`config.mk`:
```
export PLATFORM = sky130hd
export DESIGN_NAME = adc_serial_port
export DESIGN_NICKNAME = d
export VERILOG_FILES = /design/src/rtl/adc_sp_pkg.sv /design/src/rtl/adc_sp_sync.sv /design/src/rtl/adc_sp_master.sv /design/src/rtl/adc_sp_slave.sv /design/src/rtl/adc_serial_port.sv
export SDC_FILE = /design/constraint.sdc
export NUM_CORES = 1
export LEC_CHECK = 0
export BUFFER_PORTS_ARGS = -buffer_cell sky130_fd_sc_hd__buf_2
export CAP_MARGIN = 20
export CELL_PAD_IN_SITES_DETAIL_PLACEMENT = 1
export CELL_PAD_IN_SITES_GLOBAL_PLACEMENT = 2
export CORE_MARGIN = 2
export CORE_UTILIZATION = 30
export DETAILED_ROUTE_END_ITERATION = 16
export PLACE_DENSITY = 0.66
export SYNTH_ARGS = -nofsm -noshare
export SYNTH_HDL_FRONTEND = slang
export SYNTH_SLANG_ARGS = --single-unit
```
`constraint.sdc`:
```
create_clock -name clk -period 3.9 [get_ports clk]
set_clock_uncertainty 0.2 [all_clocks]
set_input_delay 0.39 -clock clk [delete_from_list [all_inputs] [get_ports clk]]
set_output_delay 0.39 -clock clk [all_outputs]
set_load 0.02 [all_outputs]
```
`src/rtl/adc_sp_pkg.sv`:
```
package adc_sp_pkg;

    typedef enum logic [1:0] {
        M_IDLE,
        M_LOW,
        M_HIGH
    } mst_state_t;

    typedef enum logic [1:0] {
        S_IDLE,
        S_SHIFT,
        S_CHAIN,
        S_ABORT
    } slv_state_t;

endpackage

```
`src/rtl/adc_sp_sync.sv`:
```
module adc_sp_sync #(
    parameter int            W       = 3,
    parameter int            STAGES  = 2,
    parameter logic [W-1:0]  RST_VAL = '0
) (
    input  logic         clk,
    input  logic         rst_n,
    input  logic [W-1:0] d,
    output logic [W-1:0] q
);

    logic [W-1:0] st [STAGES];

    always_ff @(posedge clk or negedge rst_n) begin
        if (!rst_n) begin
            for (int i = 0; i < STAGES; i++) st[i] <= RST_VAL;
        end else begin
            st[0] <= d;
            for (int i = 1; i < STAGES; i++) st[i] <= st[i-1];
        end
    end

    assign q = st[STAGES-1];

endmodule

```
`src/rtl/adc_sp_master.sv`:
```
module adc_sp_master
    import adc_sp_pkg::*;
#(
    parameter int DATA_W = 18,
    parameter int DIV_A  = 4,
    parameter int DIV_B  = 2
) (
    input  logic              clk,
    input  logic              rst_n,
    input  logic              start,
    input  logic              div_sel,
    input  logic [DATA_W-1:0] word,
    output logic              sclk_int,
    output logic              frame,
    output logic              sd
);

    localparam int DIV_MAX = (DIV_A > DIV_B) ? DIV_A : DIV_B;
    localparam int CW      = $clog2(DIV_MAX + 1);
    localparam int BW      = $clog2(DATA_W + 1);

    mst_state_t        state_q;
    logic [CW-1:0]     ph_q;
    logic [CW-1:0]     div_q;
    logic [BW-1:0]     bit_q;
    logic [DATA_W-1:0] sh_q;
    logic              ph_end;

    assign ph_end = (ph_q == div_q - 1'b1);

    // state register and datapath
    always_ff @(posedge clk or negedge rst_n) begin
        if (!rst_n) begin
            state_q <= M_IDLE;
            ph_q    <= '0;
            div_q   <= CW'(DIV_A);
            bit_q   <= '0;
            sh_q    <= '0;
        end else begin
            unique case (state_q)
                M_IDLE: begin
                    if (start) begin
                        sh_q    <= word;
                        bit_q   <= '0;
                        ph_q    <= '0;
                        div_q   <= div_sel ? CW'(DIV_B) : CW'(DIV_A);
                        state_q <= M_LOW;
                    end
                end
                M_LOW: begin
                    if (ph_end) begin
                        ph_q    <= '0;
                        state_q <= M_HIGH;
                    end else begin
                        ph_q <= ph_q + 1'b1;
                    end
                end
                M_HIGH: begin
                    if (ph_end) begin
                        ph_q <= '0;
                        if (bit_q == BW'(DATA_W - 1)) begin
                            state_q <= M_IDLE;
                        end else begin
                            bit_q   <= bit_q + 1'b1;
                            sh_q    <= {sh_q[DATA_W-2:0], 1'b0};
                            state_q <= M_LOW;
                        end
                    end else begin
                        ph_q <= ph_q + 1'b1;
                    end
                end
                default: state_q <= M_IDLE;
            endcase
        end
    end

    // outputs
    always_comb begin
        sclk_int = (state_q == M_HIGH);
        frame    = (state_q != M_IDLE);
        sd       = frame & sh_q[DATA_W-1];
    end

endmodule

```
`src/rtl/adc_sp_slave.sv`:
```
module adc_sp_slave
    import adc_sp_pkg::*;
#(
    parameter int DATA_W = 18
) (
    input  logic              clk,
    input  logic              rst_n,
    input  logic              en,
    input  logic              sclk_lv,
    input  logic              cs_act,
    input  logic              sdin_s,
    input  logic              done,
    input  logic [DATA_W-1:0] word,
    output logic              sd,
    output logic              err
);

    localparam int BW = $clog2(DATA_W + 1);

    slv_state_t        state_q;
    logic [DATA_W-1:0] sh_q;
    logic [BW-1:0]     cnt_q;
    logic              sclk_prev_q;
    logic              err_q;
    logic              act_edge;

    assign act_edge = sclk_lv & ~sclk_prev_q;

    // state register and datapath
    always_ff @(posedge clk or negedge rst_n) begin
        if (!rst_n) begin
            state_q     <= S_IDLE;
            sh_q        <= '0;
            cnt_q       <= '0;
            sclk_prev_q <= 1'b0;
            err_q       <= 1'b0;
        end else begin
            sclk_prev_q <= sclk_lv;
            err_q       <= 1'b0;
            if (!en || !cs_act) begin
                state_q <= S_IDLE;
                cnt_q   <= '0;
                sh_q    <= '0;
            end else begin
                unique case (state_q)
                    S_IDLE: begin
                        sh_q    <= word;
                        cnt_q   <= '0;
                        state_q <= S_SHIFT;
                    end
                    S_SHIFT: begin
                        if (done) begin
                            err_q   <= 1'b1;
                            sh_q    <= '0;
                            state_q <= S_ABORT;
                        end else if (act_edge) begin
                            sh_q  <= {sh_q[DATA_W-2:0], sdin_s};
                            cnt_q <= cnt_q + 1'b1;
                            if (cnt_q == BW'(DATA_W - 1)) state_q <= S_CHAIN;
                        end
                    end
                    S_CHAIN: begin
                        if (act_edge) sh_q <= {sh_q[DATA_W-2:0], sdin_s};
                    end
                    S_ABORT: state_q <= S_ABORT;
                    default: state_q <= S_IDLE;
                endcase
            end
        end
    end

    // outputs
    always_comb begin
        sd  = ((state_q == S_SHIFT) || (state_q == S_CHAIN)) & sh_q[DATA_W-1];
        err = err_q;
    end

endmodule

```
`src/rtl/adc_serial_port.sv`:
```
module adc_serial_port #(
    parameter int DATA_W      = 18,
    parameter int DIV_RAC     = 4,
    parameter int DIV_RDC     = 2,
    parameter int SYNC_STAGES = 2
) (
    input  logic              clk,
    input  logic              rst_n,
    input  logic              conv_start,
    input  logic              conv_done,
    input  logic [DATA_W-1:0] conv_result,
    input  logic              ext_clk_sel,
    input  logic              sclk_inv,
    input  logic              sync_inv,
    input  logic              rdc_en,
    input  logic              twos_comp,
    input  logic              sclk_in,
    input  logic              cs_n,
    input  logic              sdin,
    output logic              sclk_out,
    output logic              sync_out,
    output logic              sdout,
    output logic              rd_error
);

    localparam int MSB = DATA_W - 1;

    logic [DATA_W-1:0] last_q;
    logic [DATA_W-1:0] fresh_coded;
    logic [DATA_W-1:0] prev_coded;
    logic              m_start;
    logic              m_sclk, m_frame, m_sd;
    logic [2:0]        sync_q;
    logic              s_sd, s_err;

    always_ff @(posedge clk or negedge rst_n) begin
        if (!rst_n)         last_q <= '0;
        else if (conv_done) last_q <= conv_result;
    end

    assign fresh_coded = {conv_result[MSB] ^ twos_comp, conv_result[MSB-1:0]};
    assign prev_coded  = {last_q[MSB] ^ twos_comp, last_q[MSB-1:0]};
    assign m_start     = ~ext_clk_sel & (rdc_en ? conv_start : conv_done);

    adc_sp_master #(
        .DATA_W (DATA_W),
        .DIV_A  (DIV_RAC),
        .DIV_B  (DIV_RDC)
    ) u_master (
        .clk      (clk),
        .rst_n    (rst_n),
        .start    (m_start),
        .div_sel  (rdc_en),
        .word     (rdc_en ? prev_coded : fresh_coded),
        .sclk_int (m_sclk),
        .frame    (m_frame),
        .sd       (m_sd)
    );

    adc_sp_sync #(
        .W       (3),
        .STAGES  (SYNC_STAGES),
        .RST_VAL (3'b010)
    ) u_sync (
        .clk   (clk),
        .rst_n (rst_n),
        .d     ({sclk_in, cs_n, sdin}),
        .q     (sync_q)
    );

    adc_sp_slave #(
        .DATA_W (DATA_W)
    ) u_slave (
        .clk     (clk),
        .rst_n   (rst_n),
        .en      (ext_clk_sel),
        .sclk_lv (sync_q[2] ^ sclk_inv),
        .cs_act  (~sync_q[1]),
        .sdin_s  (sync_q[0]),
        .done    (conv_done),
        .word    (conv_done ? fresh_coded : prev_coded),
        .sd      (s_sd),
        .err     (s_err)
    );

    always_comb begin
        sdout    = ext_clk_sel ? s_sd : m_sd;
        sclk_out = (~ext_clk_sel & m_sclk) ^ sclk_inv;
        sync_out = (~ext_clk_sel & m_frame) ^ sync_inv;
        rd_error = s_err;
    end

endmodule

```
== After elaboration in Yosys (flattened, before gate mapping) ==
Index checks and enable logic that the tools add are counted.

* Register bits after elaboration: 82
* Output and inout port bits: 4

* Add/subtract/negate cells: 4
* Equal/unequal tests: 16
* Mux-type cells: 37
* Bitwise operators: 13
* Reductions and logical operators: 18

{| class="wikitable"
|+ Operator list
! operator !! number
|-
| two-way mux 18 bit || 8
|-
| one-hot mux 18 bit (3 select lines) || 1
|-
| one-hot mux 18 bit (2 select lines) || 1
|-
| two-way mux 5 bit || 6
|-
| one-hot mux 5 bit (2 select lines) || 2
|-
| two-way mux 2 bit || 7
|-
| one-hot mux 2 bit (3 select lines) || 2
|-
| adder 5 x 1 -> 5 bit (second input constant) || 2
|-
| == test 5 bit (second input constant) || 2
|-
| two-way mux 3 bit || 3
|-
| AND reduction 3 bit || 3
|-
| != test 4 x 2 -> 1 bit (second input constant) || 2
|-
| nonzero test 4 bit || 2
|-
| bitwise AND 1 bit || 6
|-
| == test 2 bit (second input constant) || 3
|-
| two-way mux 1 bit || 6
|-
| one-hot mux 3 bit (2 select lines) || 1
|-
| nonzero test 2 bit || 3
|-
| bitwise XOR 1 bit || 5
|-
| == test 2 x 1 -> 1 bit (second input constant) || 2
|-
| logical NOT 2 bit || 2
|-
| != test 2 x 1 -> 1 bit (second input constant) || 2
|-
| != test 2 bit (second input constant) || 2
|-
| AND reduction 2 bit || 2
|-
| 11 further kinds || 13
|}

== Depth between registers and ports, before layout ==
Gate-level depths: netlist of run 1.

* Word-level depth: 6
* Mapped depth: 9

== By module ==
From an unflattened synthesis of run 1, not the netlist that was laid out.

* Cells, all modules: 452
* Area total of the unflattened synthesis: 4830.9 um^2

{| class="wikitable"
|+ Modules (own cells, without submodules)
! module !! times used !! cells each !! area an instance (um^2) !! sequential area each (um^2)
|-
| adc_sp_master || 1 || 220 || 2049.5 || 752.0
|-
| adc_sp_slave || 1 || 154 || 1610.3 || 675.6
|-
| adc_serial_port || 1 || 69 || 996.0 || 450.4
|-
| adc_sp_sync || 1 || 9 || 175.2 || 152.6
|}

== Least setup slack after synthesis of run 1 ==
No wires, ideal clock.

* Kind: reg-to-reg
* From: register u_master.state_q[0]
* To: register u_master.sh_q[0]
* Library setup time: 0.125 ns
* Arrival: 1.911 ns
* Required time: 3.575 ns
* Setup slack: 1.664 ns
* Cell stages (with the launch flop): 10
* Cells stage by stage: dfrtp_1 inv_1 ha_1 buf_4 nand2b_1 clkbuf_1 a21boi_0 a211oi_2 buf_4 mux2_4

* Cells in the longest elaborated chain, start to end: 3
* Elaborated cells between the ends (all ways): 8
* Those cells by class: eq/ne (4); mux (1); reduce/logical (3)

{| class="wikitable"
|+ Ends and longest elaborated chain
! element !! line !! text
|-
| start: declaration || adc_sp_master.sv:22 || <nowiki>mst_state_t state_q;</nowiki>
|-
| start signal: assignment || adc_sp_master.sv:34 || <nowiki>state_q <= M_IDLE;</nowiki>
|-
| start signal: assignment || adc_sp_master.sv:47 || <nowiki>state_q <= M_LOW;</nowiki>
|-
| start signal: assignment || adc_sp_master.sv:53 || <nowiki>state_q <= M_HIGH;</nowiki>
|-
| == test 2 bit / logical NOT 2 bit (equally long branches) || adc_sp_master.sv:40 || <nowiki>unique case (state_q)</nowiki>
|-
| != test 2 bit (no line) (tied with other cells) || - ||
|-
| AND reduction 4 bit (no line) || - ||
|-
| end signal: assignment || adc_sp_master.sv:43 || <nowiki>sh_q <= word;</nowiki>
|-
| end signal: assignment || adc_sp_master.sv:65 || <nowiki>sh_q <= {sh_q[DATA_W-2:0], 1'b0};</nowiki>
|-
| end: declaration || adc_sp_master.sv:26 || <nowiki>logic [DATA_W-1:0] sh_q;</nowiki>
|}

Parallel ways exist; a longest one is shown, timed or not.
A chain may end at the register's enable or synchronous reset.

== Worst setup path in the final report of run 1 ==
* From: register u_slave.state_q[1]
* To: register u_slave.sh_q[4]

* Cells in the longest elaborated chain, start to end: 3
* Elaborated cells between the ends (all ways): 6
* Those cells by class: eq/ne (2); mux (2); reduce/logical (2)

{| class="wikitable"
|+ Ends and longest elaborated chain
! element !! line !! text
|-
| start: declaration || adc_sp_slave.sv:20 || <nowiki>slv_state_t state_q;</nowiki>
|-
| start signal: assignment || adc_sp_slave.sv:32 || <nowiki>state_q <= S_IDLE;</nowiki>
|-
| start signal: assignment || adc_sp_slave.sv:41 || <nowiki>state_q <= S_IDLE;</nowiki>
|-
| start signal: assignment || adc_sp_slave.sv:49 || <nowiki>state_q <= S_SHIFT;</nowiki>
|-
| == test 2 bit (tied with other cells) || adc_sp_slave.sv:45 || <nowiki>unique case (state_q)</nowiki>
|-
| one-hot mux 18 bit (3 select lines) || adc_sp_slave.sv:45 ||
|-
| two-way mux 18 bit || adc_sp_slave.sv:40 || <nowiki>if (!en || !cs_act) begin</nowiki>
|-
| end signal: assignment || adc_sp_slave.sv:47 || <nowiki>sh_q <= word;</nowiki>
|-
| end signal: assignment || adc_sp_slave.sv:57 || <nowiki>sh_q <= {sh_q[DATA_W-2:0], sdin_s};</nowiki>
|-
| end signal: assignment || adc_sp_slave.sv:63 || <nowiki>if (act_edge) sh_q <= {sh_q[DATA_W-2:0], sdin_s};</nowiki>
|-
| end: declaration || adc_sp_slave.sv:21 || <nowiki>logic [DATA_W-1:0] sh_q;</nowiki>
|}

Parallel ways exist; a longest one is shown, timed or not.

==> results_dict.tcl, run 1 <==
set metrics [dict create \
    grt_overflow 0 \
    synth-edff-count 0 \
    ios 34 \
    cts.sinks 81 \
    report.final.slew_viol_count 0 \
    slowest_delay_ns 0.82 \
    reg2regPathDepth 6 \
    crit_chain "inv_1 -> ha_1 -> nor2b_2 -> o221ai_1 -> a21oi_2 -> a221o_1" \
    seq_power_share_pct 42.1 \
    grt_max_degree 82 \
    dpl.hpwl_um 6290 \
    vdd_drop_max_uv 176 \
    die_w_um 120 \
    gp_congestion 0.745 \
    synth_common_cells "78 x dfrtp_1, 26 x nand2_1, 24 x mux2i_1" \
    async_reset_ff_share_pct 100 \
    route.detailed.drc 0 \
    post_cts_buffers 0 \
    ant_nets 0 \
    busiest_layer "met2" \
    netlist_instances 334 \
    cts_buffers 9 \
    p_sw_share_pct 31.0 \
    whs_path_depth 2 \
    met2_usage_pct 22.8 \
    critPathLaunchType "flip-flop" \
    max_freq_mhz 371 \
    dieHeight_um 120 \
    critPathCaptureType "flip-flop" \
    hp-class "in -> reg" \
    first_pass_iters 4 \
    grtUsageTotal_pct 14.2 \
    synth_compound_area_share_pct 15.0 \
    relSlewSlack_pct 30.0 \
    synth_area_per_cell_um2 12.1 \
    worst_slew_pin_slew_ns 1.05 \
    synth_simple_gate_area_share_pct 13.6 \
    power_density_nw_per_um2 558 \
    cap_violations 0 \
    routed_wl_um 9490 \
    diodes 0 \
    power.switching_uw 820 \
    whs_ns 0.117 \
    final_core_util_pct 35.9 \
    finalCritPeriodShare_pct 69.0 \
    cp_num_buf_inv 1 \
    insertion_delay_ns 0.34 \
    netlist_area_um2 4050 \
    p_leak_uw 0.00200 \
    wire_per_inst_um 17.2 \
    arrival_ns 2.76 \
    synth_top_family_by_area "compound AO/OA/AOI/OAI gates" \
    reg2reg_slack_ns 1.21 \
    rsz0062_at_grt "no" \
    ys.flop_type "dfrtp_1" \
    status "finished clean" \
    tritoncts "yes" \
    multi_input_area_um2 1900 \
    clockRootBuffer "clkbuf_16" \
    synthTopCellsByArea "dfrtp_1 48%, mux2i_1 5.9%, mux2_2 5.8%" \
    cp_top_family "compound AO/OA/AOI/OAI gates" \
    synth-xor-area-share_pct 1.30 \
    drt_iter0_markers 165 \
    io_buffers 33 \
    yosysMostFrequentCell "dfrtp_1" \
    design.core.area_um2 13200 \
    power_frac_comb_pct 26.3 \
    grtUsageMet3_pct 2.12 \
    synth_top_area_cell "dfrtp_1" \
    path_clk_slew_ns 0.06 \
    fin_setup_tns_ns 0 \
    path_class "reg -> reg" \
    muxShareOfSynthArea_pct 12.8 \
    required_ns 3.97 \
    synth_fp_nets 378 \
    avgViaCountPerCell 5.02 \
    ys_seq_area_share_pct 50.1 \
    ff_latch_area_um2 2030 \
    grt_pass1_vias 3008 \
    synth_warnings 0 \
    synthAdderAreaFrac_pct 4.32 \
    final_layout_size_suffix_gt1_share_pct 26.9 \
    grt_pass1_wl_um 16000 \
    ys_seq_elements 81 \
    antenna_found_initial 0 \
    clk_path_buf_depth 2 \
    cp.depth 6 \
    p_clk_share_pct 31.6 \
    p_total_uw 2640 \
    n_fill_cell 1430 \
    ys_types 54 \
    h-tree-depth 3 \
    fp.dieArea_um2 14500 \
    setup_viol 0 \
    synth_top_area_share_pct 48.2 \
    nets 415 \
    critPathSlowestCell "a21oi_2" \
    start_util_pct 30.7 \
    p_int_uw 1820 \
    cts.repair.resized 0 \
    cp_max_fo 18 \
    hold_viol_final 0 \
    fin_crit_ns 2.69 \
    rows 42 \
    syn2layout_area_growth_pct 16.8 \
    gr-usage-met1_pct 19.1 \
    vias 2765 \
]
==> worst paths after layout <==
| path | startpoint | to |
|---|---|---|
| min in group asynchronous | rst_n | u_master.ph_q[0]$_DFFE_PN0P_ |
| min reg2reg | u_sync.st[5]$_DFF_PN0_ | u_sync.q[2]$_DFF_PN0_ |
| min | conv_result[3] | last_q[3]$_DFFE_PN0P_ |
| max | u_slave.state_q[1]$_DFFE_PN0P_ | u_slave.sh_q[4]$_DFFE_PN0P_ |
| max in group asynchronous | rst_n | u_sync.q[1]$_DFF_PN1_ |
| max reg2reg | u_slave.state_q[1]$_DFFE_PN0P_ | u_slave.sh_q[4]$_DFFE_PN0P_ |
==> layout make-up <==
cell class / count / area share (%)
sequential: 81 / 42.9
multi-input combinational: 229 / 40.2
timing repair buffer: 41 / 5.45
clock buffer: 10 / 4.84
tap: 176 / 4.65
clock inverter: 5 / 1.22
inverter: 9 / 0.714
==> routing by layer <==
layer / part of all wire [%] / routed length, um
met1: 50 / 4700
met2: 46 / 4400
met3: 2.3 / 216
met4: 1.8 / 175
met5: 0 / 0
==> kinds of logic (layout without fill, tap and decap cells) <==
kind of cell,count (synthesis),after routing
xor+xnor,6,6
flops,81,81
mux,48,48
buf+inv,24,65
fa+ha+maj,14,14
simple gates,91,91
compound gates,70,70
==> through the flow <==
stage	instance area [um2]	setup slack, ns	cells
3_5_place_dp	4380	1.24	531
2_1_floorplan	4050	1.66	334
6_report	4730	1.21	551
4_1_cts	4700	1.18	549
5_1_grt	4730	1.02	551
3_3_place_gp	4380	1.25	531
==> flip-flops by register name, summed over array words and instances (netlist names) <==
name	cells
u_master.bit_q	5
u_slave.err	1
u_sync.st	3
u_slave.cnt_q	5
u_master.sh_q	18
u_master.ph_q	3
u_slave.sclk_prev_q	1
u_slave.state_q	2
u_master.div_q	2
u_sync.q	3
last_q	18
u_master.state_q	2
u_slave.sh_q	18
==> timing repair <==
item,in CTS,in global routing
endpoints found under the setup margin,0,0
hold buffers,3,1
hold endpoints to repair,3,20
==> placed cells by master, fill, tap and decap left out, types with 3 or more instances in the layout <==
| master | instances |
|---|---|
| o221a_2 | 15 |
| dfstp_2 | 3 |
| mux2_2 | 21 |
| o21ai_0 | 10 |
| or3_1 | 3 |
| buf_2 | 32 |
| xnor2_1 | 3 |
| a221o_1 | 18 |
| nand2_1 | 26 |
| dfrtp_1 | 78 |
| clkbuf_16 | 9 |
| nor2b_1 | 19 |
| mux2i_1 | 24 |
| xor2_1 | 3 |
| nand2b_1 | 5 |
| buf_4 | 4 |
| nand3_1 | 5 |
| inv_1 | 9 |
| clkinvlp_4 | 3 |
| dlygate4sd3_1 | 4 |
| nor2_1 | 8 |
| a21oi_1 | 7 |
| ha_1 | 14 |
| nand3b_1 | 5 |
| nand4b_1 | 4 |
==> power groups by stage <==
stage | sequential [uW] | clock [uW] | combinational [uW]
after floorplan | 1090 | 0 | 549
final | 1110 | 836 | 696
after global routing | 1130 | 896 | 782
after CTS | 1110 | 864 | 705
after detailed placement | 1120 | 0 | 700
after global placement | 1120 | 0 | 687
(Power assumes the default switching activity.)
==> run 2, diff against run 1 <==
==> constraint.sdc (replaced) <==
create_clock -name clk -period 2.8 [get_ports clk]
set_clock_uncertainty 0.2 [all_clocks]
set_input_delay 0.28 -clock clk [delete_from_list [all_inputs] [get_ports clk]]
set_output_delay 0.28 -clock clk [all_outputs]
set_load 0.02 [all_outputs]
==> run 2 against run 1 <==
Effect of this change: critical path depth is the same; clock-buffer cell count grew 3; flip-flop and latch count is the same; utilization grew 0.86 points; first-iteration DRC count shrank 16%; via count grew 2.5%; sequential power grew 40%; setup slack lost 0.90 ns.
==> results_dict.tcl, run 2 (synthesis gave the netlist of run 1 again) <==
set metrics [dict create \
    ant_nets 0 \
    mostFrequentLayoutCells "78 x dfrtp_1, 32 x buf_2, 26 x nand2_1, 24 x mux2i_1, 21 x mux2_2" \
    avgViaCountPerCell 5.02 \
    cp_num_buf_inv 1 \
    tritoncts "yes" \
    first_pass_iters 4 \
    cp_top_family "simple AND/OR/NAND/NOR gates" \
    post_cts_buffers 0 \
    final_common_cell "dfrtp_1" \
    start_util_pct 30.7 \
    diodes 0 \
    drt_iter0_markers 138 \
    insertion_delay_ns 0.34 \
    ios 34 \
    fin_crit_ns 2.49 \
    clockRootBuffer "clkbuf_16" \
    power_density_nw_per_um2 767 \
    grt_overflow 0 \
    nets 428 \
    grt_pass1_vias 3130 \
    grt_max_degree 48 \
    cts.sinks 81 \
    critPathSlowestCell "nor4_4" \
    cp.depth 6 \
    cap_violations 0 \
    rsz0062_at_grt "no" \
    fp.dieArea_um2 14500 \
    critPathLaunchType "flip-flop" \
    report.final.slew_viol_count 0 \
    finalCritPeriodShare_pct 89.0 \
    syn2layout_area_growth_pct 19.6 \
    reg2regPathDepth 6 \
    antenna_found_initial 0 \
    slowest_delay_ns 0.85 \
    dpl_worst_slack_ns 0.334 \
    wire_per_inst_um 17.2 \
    max_freq_mhz 401 \
    layout_setup_ws_ns 0.309 \
    worst_slew_pin_slew_ns 1.10 \
    grtUsageTotal_pct 14.8 \
    path_clk_slew_ns 0.06 \
    hold_viol_final 0 \
    whs_path_depth 2 \
    cts_buffers 9 \
    top_regs "last_q (18), u_master.sh_q (18), u_slave.sh_q (18)" \
    path_class "reg -> reg" \
    required_ns 2.88 \
    die_w_um 120 \
    dpl.hpwl_um 6580 \
    n_fill_cell 1446 \
    vdd_drop_max_uv 253 \
    h-tree-depth 3 \
    crit_chain "inv_1 -> ha_1 -> nor2b_2 -> o21ai_0 -> nor4_4 -> a221o_1" \
    setup_viol 0 \
    routed_wl_um 9690 \
    critPathCaptureType "flip-flop" \
    dieHeight_um 120 \
    grt_pass1_wl_um 16400 \
    clk_path_buf_depth 2 \
    rows 42 \
    cp_max_fo 18 \
    arrival_ns 2.57 \
    relSlewSlack_pct 25.9 \
    fin_setup_tns_ns 0 \
    io_buffers 33 \
    gp_congestion 0.697 \
    route.detailed.drc 0 \
    hp-class "in -> reg" \
    p_leak_uw 0.00207 \
    final_layout_size_suffix_gt1_share_pct 27.0 \
    vias 2834 \
    cts.repair.resized 0 \
    design.core.area_um2 13200 \
    status "finished clean" \
]
run 2: cell types whose count changed in the layout (fill, tap and decap cells not counted), sizes merged:
cell         change
clkinvlp         -3
clkbuf           +3
clkinv           +1
dlygate4sd3      +8
buf              +5
run 2: worst reg2reg max path: stages, from the launching register on:
cell and delay (ns):
dfrtp_1 0.40, inv_1 0.11, ha_1 0.24, nor2b_2 0.19, o21ai_0 0.13, nor4_4 0.85
a221o_1 0.31
run 2: worst paths after layout:
check                                               startpoint                            to  slack, ns
worst max-delay path            u_slave.state_q[1]$_DFFE_PN0P_  u_slave.sh_q[17]$_DFFE_PN0P_       0.31
worst min-delay path                           conv_result[15]        last_q[15]$_DFFE_PN0P_       0.01
worst max register to register  u_slave.state_q[1]$_DFFE_PN0P_  u_slave.sh_q[17]$_DFFE_PN0P_       0.31
worst min register to register          u_sync.st[3]$_DFF_PN0_         u_sync.q[0]$_DFF_PN0_       0.15
max in group asynchronous                                rst_n        u_sync.st[4]$_DFF_PN1_       1.49
min in group asynchronous                                rst_n  u_master.ph_q[0]$_DFFE_PN0P_       0.24
run 2: report_power, final:
part	internal, uW	switching, uW
logic	483	509
clock network	713	465
registers	1390	160
total	2580	1130
run 2: per-layer routing:
metal / share of wire, % / wire (um) / track usage [%]
met4: 1.1 / 109 / 3.71
met1: 46 / 4510 / 19.0
met5: 0 / 0 / 0
met3: 2.8 / 273 / 4.15
met2: 50 / 4800 / 24.8
run 2: final cells by class:
class	count	area [um2]	area share, %
flip-flops and latches	81	2030	41.9
well taps	176	220	4.54
clock buffers	13	250	5.16
clock inverters	3	40.0	0.826
multi-input cells	229	1900	39.3
inverters	9	33.8	0.697
repair buffers	54	368	7.59
run 2: per-stage QoR:
stage / instances / total power [uW] / hold slack, ns / instance area (um2) / util, %
after floorplan: 334 / 2280 / -0.216 / 4050 / -
after global placement: 537 / 2540 / 0.0841 / 4440 / 33.6
after detailed placement: 537 / 2570 / 0.0913 / 4440 / 33.6
after CTS: 565 / 3790 / 0.00204 / 4850 / 36.7
after global routing: 565 / 3950 / 0.0136 / 4850 / 36.7
final: 565 / 3720 / 0.0135 / 4850 / 36.7
run 2: what timing repair did:
| item | CTS | global route |
|---|---|---|
| setup endpoints to repair | 0 | 0 |
| endpoints found under the hold margin | 44 | 0 |
| hold buffers | 12 | 0 |
